## config.mk

```make
export PLATFORM = sky130hd
export DESIGN_NAME = supv_reset_seq
export DESIGN_NICKNAME = d
export VERILOG_FILES = /design/src/rtl/supv_pkg.sv /design/src/rtl/supv_sync.sv /design/src/rtl/supv_debounce.sv /design/src/rtl/supv_hold_timer.sv /design/src/rtl/supv_reset_seq.sv
export SDC_FILE = /design/constraint.sdc
export NUM_CORES = 1
export LEC_CHECK = 0
export ABC_CLOCK_PERIOD_IN_PS = 1900
export BUFFER_PORTS_ARGS = -buffer_cell sky130_fd_sc_hd__buf_2
export CORE_UTILIZATION = 55
export DETAILED_ROUTE_END_ITERATION = 16
export PLACE_DENSITY_LB_ADDON = 0.12
export SETUP_SLACK_MARGIN = 0.5
export SYNTH_ARGS = -nofsm -noshare
export SYNTH_HDL_FRONTEND = slang
export SYNTH_SLANG_ARGS = --single-unit
```

## constraint.sdc

```tcl
create_clock -name clk -period 1.9 [get_ports clk]
set_input_delay 0.19 -clock clk [delete_from_list [all_inputs] [get_ports clk]]
set_output_delay 0.19 -clock clk [all_outputs]
set_load 0.01 [all_outputs]
```

## src/rtl/supv_pkg.sv

```systemverilog
package supv_pkg;

  typedef enum logic {
    HOLD_OFF = 1'b0,
    HOLD_ON  = 1'b1
  } hold_e;

  function automatic int unsigned sel_hold_ticks(input logic long_sel,
                                                 input int unsigned short_t,
                                                 input int unsigned long_t);
    return long_sel ? long_t : short_t;
  endfunction

endpackage

```

## src/rtl/supv_sync.sv

```systemverilog
module supv_sync #(
  parameter int   STAGES  = 2,
  parameter logic RST_VAL = 1'b1
) (
  input  logic clk,
  input  logic rst,
  input  logic d,
  output logic q
);
  logic [STAGES-1:0] chain;

  generate
    if (STAGES == 1) begin : g_single
      always_ff @(posedge clk) begin
        if (rst) chain <= RST_VAL;
        else     chain <= d;
      end
    end else begin : g_multi
      always_ff @(posedge clk) begin
        if (rst) chain <= {STAGES{RST_VAL}};
        else     chain <= {chain[STAGES-2:0], d};
      end
    end
  endgenerate

  assign q = chain[STAGES-1];
endmodule

```

## src/rtl/supv_debounce.sv

```systemverilog
module supv_debounce #(
  parameter int STABLE_TICKS = 16
) (
  input  logic clk,
  input  logic rst,
  input  logic tick,
  input  logic din,
  output logic level
);
  localparam int CW = (STABLE_TICKS > 1) ? $clog2(STABLE_TICKS) : 1;
  localparam logic [CW-1:0] LAST = CW'(STABLE_TICKS - 1);

  logic [CW-1:0] cnt;

  always_ff @(posedge clk) begin
    if (rst) begin
      level <= 1'b1;
      cnt   <= '0;
    end else if (din == level) begin
      cnt <= '0;
    end else if (tick) begin
      if (cnt == LAST) begin
        level <= din;
        cnt   <= '0;
      end else begin
        cnt <= cnt + 1'b1;
      end
    end
  end
endmodule

```

## src/rtl/supv_hold_timer.sv

```systemverilog
module supv_hold_timer
  import supv_pkg::*;
#(
  parameter int SHORT_TICKS = 150,
  parameter int LONG_TICKS  = 800
) (
  input  logic clk,
  input  logic rst,
  input  logic tick,
  input  logic cause,
  input  logic long_sel,
  output logic hold
);
  localparam int MAXT = (LONG_TICKS > SHORT_TICKS) ? LONG_TICKS : SHORT_TICKS;
  localparam int CW   = $clog2(MAXT + 1);

  hold_e         st;
  logic [CW-1:0] cnt;
  logic [CW-1:0] last;

  always_comb last = CW'(sel_hold_ticks(long_sel, SHORT_TICKS, LONG_TICKS) - 1);

  always_ff @(posedge clk) begin
    if (rst || cause) begin
      st  <= HOLD_ON;
      cnt <= '0;
    end else if (st == HOLD_ON && tick) begin
      if (cnt >= last) begin
        st  <= HOLD_OFF;
        cnt <= '0;
      end else begin
        cnt <= cnt + 1'b1;
      end
    end
  end

  assign hold = (st == HOLD_ON);
endmodule

```

## src/rtl/supv_reset_seq.sv

```systemverilog
module supv_reset_seq #(
  parameter int SHORT_TICKS = 150,
  parameter int LONG_TICKS  = 800,
  parameter int DEB_TICKS   = 16,
  parameter int SYNC_STAGES = 2
) (
  input  logic clk,
  input  logic rst,
  input  logic tick_1ms,
  input  logic vmain_ok,
  input  logic vaux_ok,
  input  logic man_rst_raw_n,
  input  logic long_dly,
  output logic sys_rst_n,
  output logic lowline_n,
  output logic aux_fail_n,
  output logic busy
);
  logic man_sync_n;
  logic man_deb_n;
  logic hold;
  logic cause;

  supv_sync #(.STAGES(SYNC_STAGES), .RST_VAL(1'b1)) u_sync (
    .clk(clk), .rst(rst), .d(man_rst_raw_n), .q(man_sync_n)
  );

  supv_debounce #(.STABLE_TICKS(DEB_TICKS)) u_deb (
    .clk(clk), .rst(rst), .tick(tick_1ms), .din(man_sync_n), .level(man_deb_n)
  );

  assign cause = ~vmain_ok | ~man_deb_n;

  supv_hold_timer #(.SHORT_TICKS(SHORT_TICKS), .LONG_TICKS(LONG_TICKS)) u_timer (
    .clk(clk), .rst(rst), .tick(tick_1ms), .cause(cause),
    .long_sel(long_dly), .hold(hold)
  );

  always_ff @(posedge clk) begin
    if (rst) begin
      sys_rst_n <= 1'b0;
      busy      <= 1'b1;
    end else begin
      sys_rst_n <= ~hold;
      busy      <= hold;
    end
  end

  // status flags follow their comparators even during reset
  always_ff @(posedge clk) begin
    lowline_n  <= vmain_ok;
    aux_fail_n <= vaux_ok;
  end
endmodule

```

==> results.md <==
* Via density at 5.08
* Clk pwr share at 0.323
* Cell count after synthesis at 111
* Max cap viols at 0
* Max-slew violation count at 0
* Yosys Warn Count at 0
* Port Buf Inserts at 10
* Clock Skew at 11.9 ps
* Psw at 169 uW
* Global-route wire length before repair at 2.83 mm
* Startpoint Class: flop
* Finished Cell Area at 0.00126 sq mm
* Post-synthesis register bit count at 22
* CTS tree: yes
* Ys flop type: dfxtp_1
* Final Util at 0.728
* Critical path's slowest cell: dfxtp_2
* Final Hold Vio Count at 0
* Worst Hold Class: primary input to flop
* CTS root buffer: clkbuf_4
* CTS Buf Count at 3
* Count leader, synth: dfxtp_1
* Fin crit period at 1470 ps
* Distinct cells, synth at 29
* CTS clk-pin slew, worst paths at 120 ps
* Vias in the first global route at 702
* GRT Util Overall at 0.191
* Avg Inst Size Synth at 9.13 sq um
* Final ANT Viol Nets at 0
* Setup ws final at 431 ps
* Critical path type: flop to flop
* CP max FO at 7
* H-Tree Depth at 1
* CP delay by family, top: flip-flops
* Drt first pass iters at 2
* Internal power at 609 uW
* I/O pin total at 11
* Largest cells by area after synthesis: dfxtp_1 43%, ha_1 8.6%, xor2_1 6.9%, nand2_1 5.9%, a21oi_1 4.4%
* Initial antenna violation count at 0
* Synth Cell Area at 0.00101 sq mm
* Placed Area at 0.00107 sq mm
* Leak at 0.502 nW
* Worst EP required at 2110 ps
* Die H at 44.9 um
* Mapped Nets at 125
* Routed WL per cell at 11.9 um
* Power Dens Cells at 619 mW/mm^2
* CP max stage delay at 360 ps
* Final net count at 145
* Worst vdd ir at 424 uV
* Die Span X at 44.9 um
* Post-synth EDFFs at 0
* GP Congestion at 0.742
* # DRC at 0
* Crit path arrival time at 1680 ps
* Sum Neg Setup Slack at 0 ps
* Power, Total at 778 uW
* Die area at 0.00202 sq mm
* Largest net degree at the start of global routing at 13
* Relative slew slack at 0.804
* Comb power frac at 0.072
* Status: finished, final reports clean
* Core box area at 0.00173 sq mm
* Diode count at 0
* Worst path bufs/invs at 1
* Setup WS pre-CTS at 328 ps
* DRT iter0 DRCs at 2
* Largest area contributor in the netlist: dfxtp_1
* Fin crit share at 0.773
* Clock sinks at 22
* Final WL at 1.85 mm
* Async SR Flop Fraction at 0
* Max Fclk at 681 MHz
* Area Overhead vs Synth at 24.0%
* FP Rows at 15
* Worst skew pair latency at 310 ps
* Sw Ratio at 0.217
* Synth top cells by count: 22 x dfxtp_1, 16 x nand2_1, 12 x nor2_1
* Crit path cell chain: ha_4 > nand2_4 > nor3b_2 > a21oi_2 > buf_4 > o21ai_4 > nor2_1
* Initial Utilization at 0.587
* Grt ovf at 0
* Share of the synthesized area in the top cell type at 0.435
* Crit. End Element: flop
* Clk buf depth at 2
* Detailed Place HPWL at 1.23 mm
* Via count at 787
* Final setup violation count at 0
* Slew @ Worst Pin at 293 ps
* Sequential Power Share at 0.604
* RSZ-0062 raised after global routing: true
* Layout cells sized above 1 at 0.354
* Register area share after synthesis at 0.435
[power groups by stage]
stage / combinational [mW] / sequential, mW / clock [mW]
after floorplan: 0.0310 / 0.481 / 0
after global placement: 0.0415 / 0.481 / 0
after detailed placement: 0.0429 / 0.481 / 0
after CTS: 0.0501 / 0.470 / 0.257
after global routing: 0.0615 / 0.471 / 0.280
final: 0.0563 / 0.470 / 0.252
[cells in the final DEF, fill, tap and decap left out, drive strengths merged, types with 2 or more instances in the layout]
| cell type | instances |
|---|---|
| nor2b | 2 |
| xnor2 | 2 |
| nand2 | 16 |
| nor2 | 12 |
| o21ai | 6 |
| or2 | 3 |
| inv | 3 |
| and3 | 4 |
| nand4 | 2 |
| a21oi | 10 |
| ha | 7 |
| buf | 16 |
| clkbuf | 4 |
| dfxtp | 22 |
| nand3 | 2 |
| xor2 | 8 |
[per-stage QoR]
stage	cells	hold slack (ps)
floorplan	111	218
global placement	144	294
CTS	154	7.72
detailed placement	144	294
global route	155	2.20
finish	155	17.2
[path summary, 6_finish.rpt]
kind	start	end	slack, ps	depth (start not counted)
worst max-delay path	u_timer.cnt[9]	u_timer.cnt[9]	430	7
worst min-delay path	vmain_ok	lowline_n	20	1
worst max register to register	u_timer.cnt[9]	u_timer.cnt[9]	430	7
worst min register to register	u_sync.chain[0]	u_sync.chain[1]	420	1
[sequential cells by signal, indices dropped and copies added, names as in the netlist]
| signal | cells |
|---|---|
| u_timer.cnt | 10 |
| u_deb.cnt | 4 |
| u_sync.chain | 2 |
| aux_fail_n | 1 |
| busy | 1 |
| lowline_n | 1 |
| sys_rst_n | 1 |
| u_deb.level | 1 |
| u_timer.hold | 1 |
[kinds of logic (layout without fill, tap and decap cells)]
kind of cell	count (synthesis)	in the layout	synth area share
buffers and inverters	5	24	0.0333
adder cells (fa/ha/maj)	7	7	0.0864
XOR/XNOR	10	10	0.0864
AO/OA/AOI/OAI	17	17	0.102
AND/OR/NAND/NOR	49	49	0.247
flip-flops	22	22	0.435
multiplexers	1	1	0.00988
[layer usage]
metal	up-vias	share of wire	global-route usage
met1	368	0.43	0.211
li1	410	-	-
met5	-	0	0
met4	0	0	0.0364
met3	0	0.030	0.0600
met2	9	0.54	0.357
[cell type report]
class	instances	area (sq um)
clock buffers	4	36.3
inverters	3	11.3
fillers	138	470
well taps	25	31.3
multi-input cells	84	626
repair buffers	17	105
flip-flops and latches	22	447
[repair_timing]
action	in CTS	in global routing
buffers inserted	5	1
hold buffers	1	0
pin swaps	12	5
hold endpoints to repair	1	0
cloned	0	0
resized for setup	14	5
setup endpoints to repair	11	11
No activity file was read; power rests on OpenSTA's default activity.
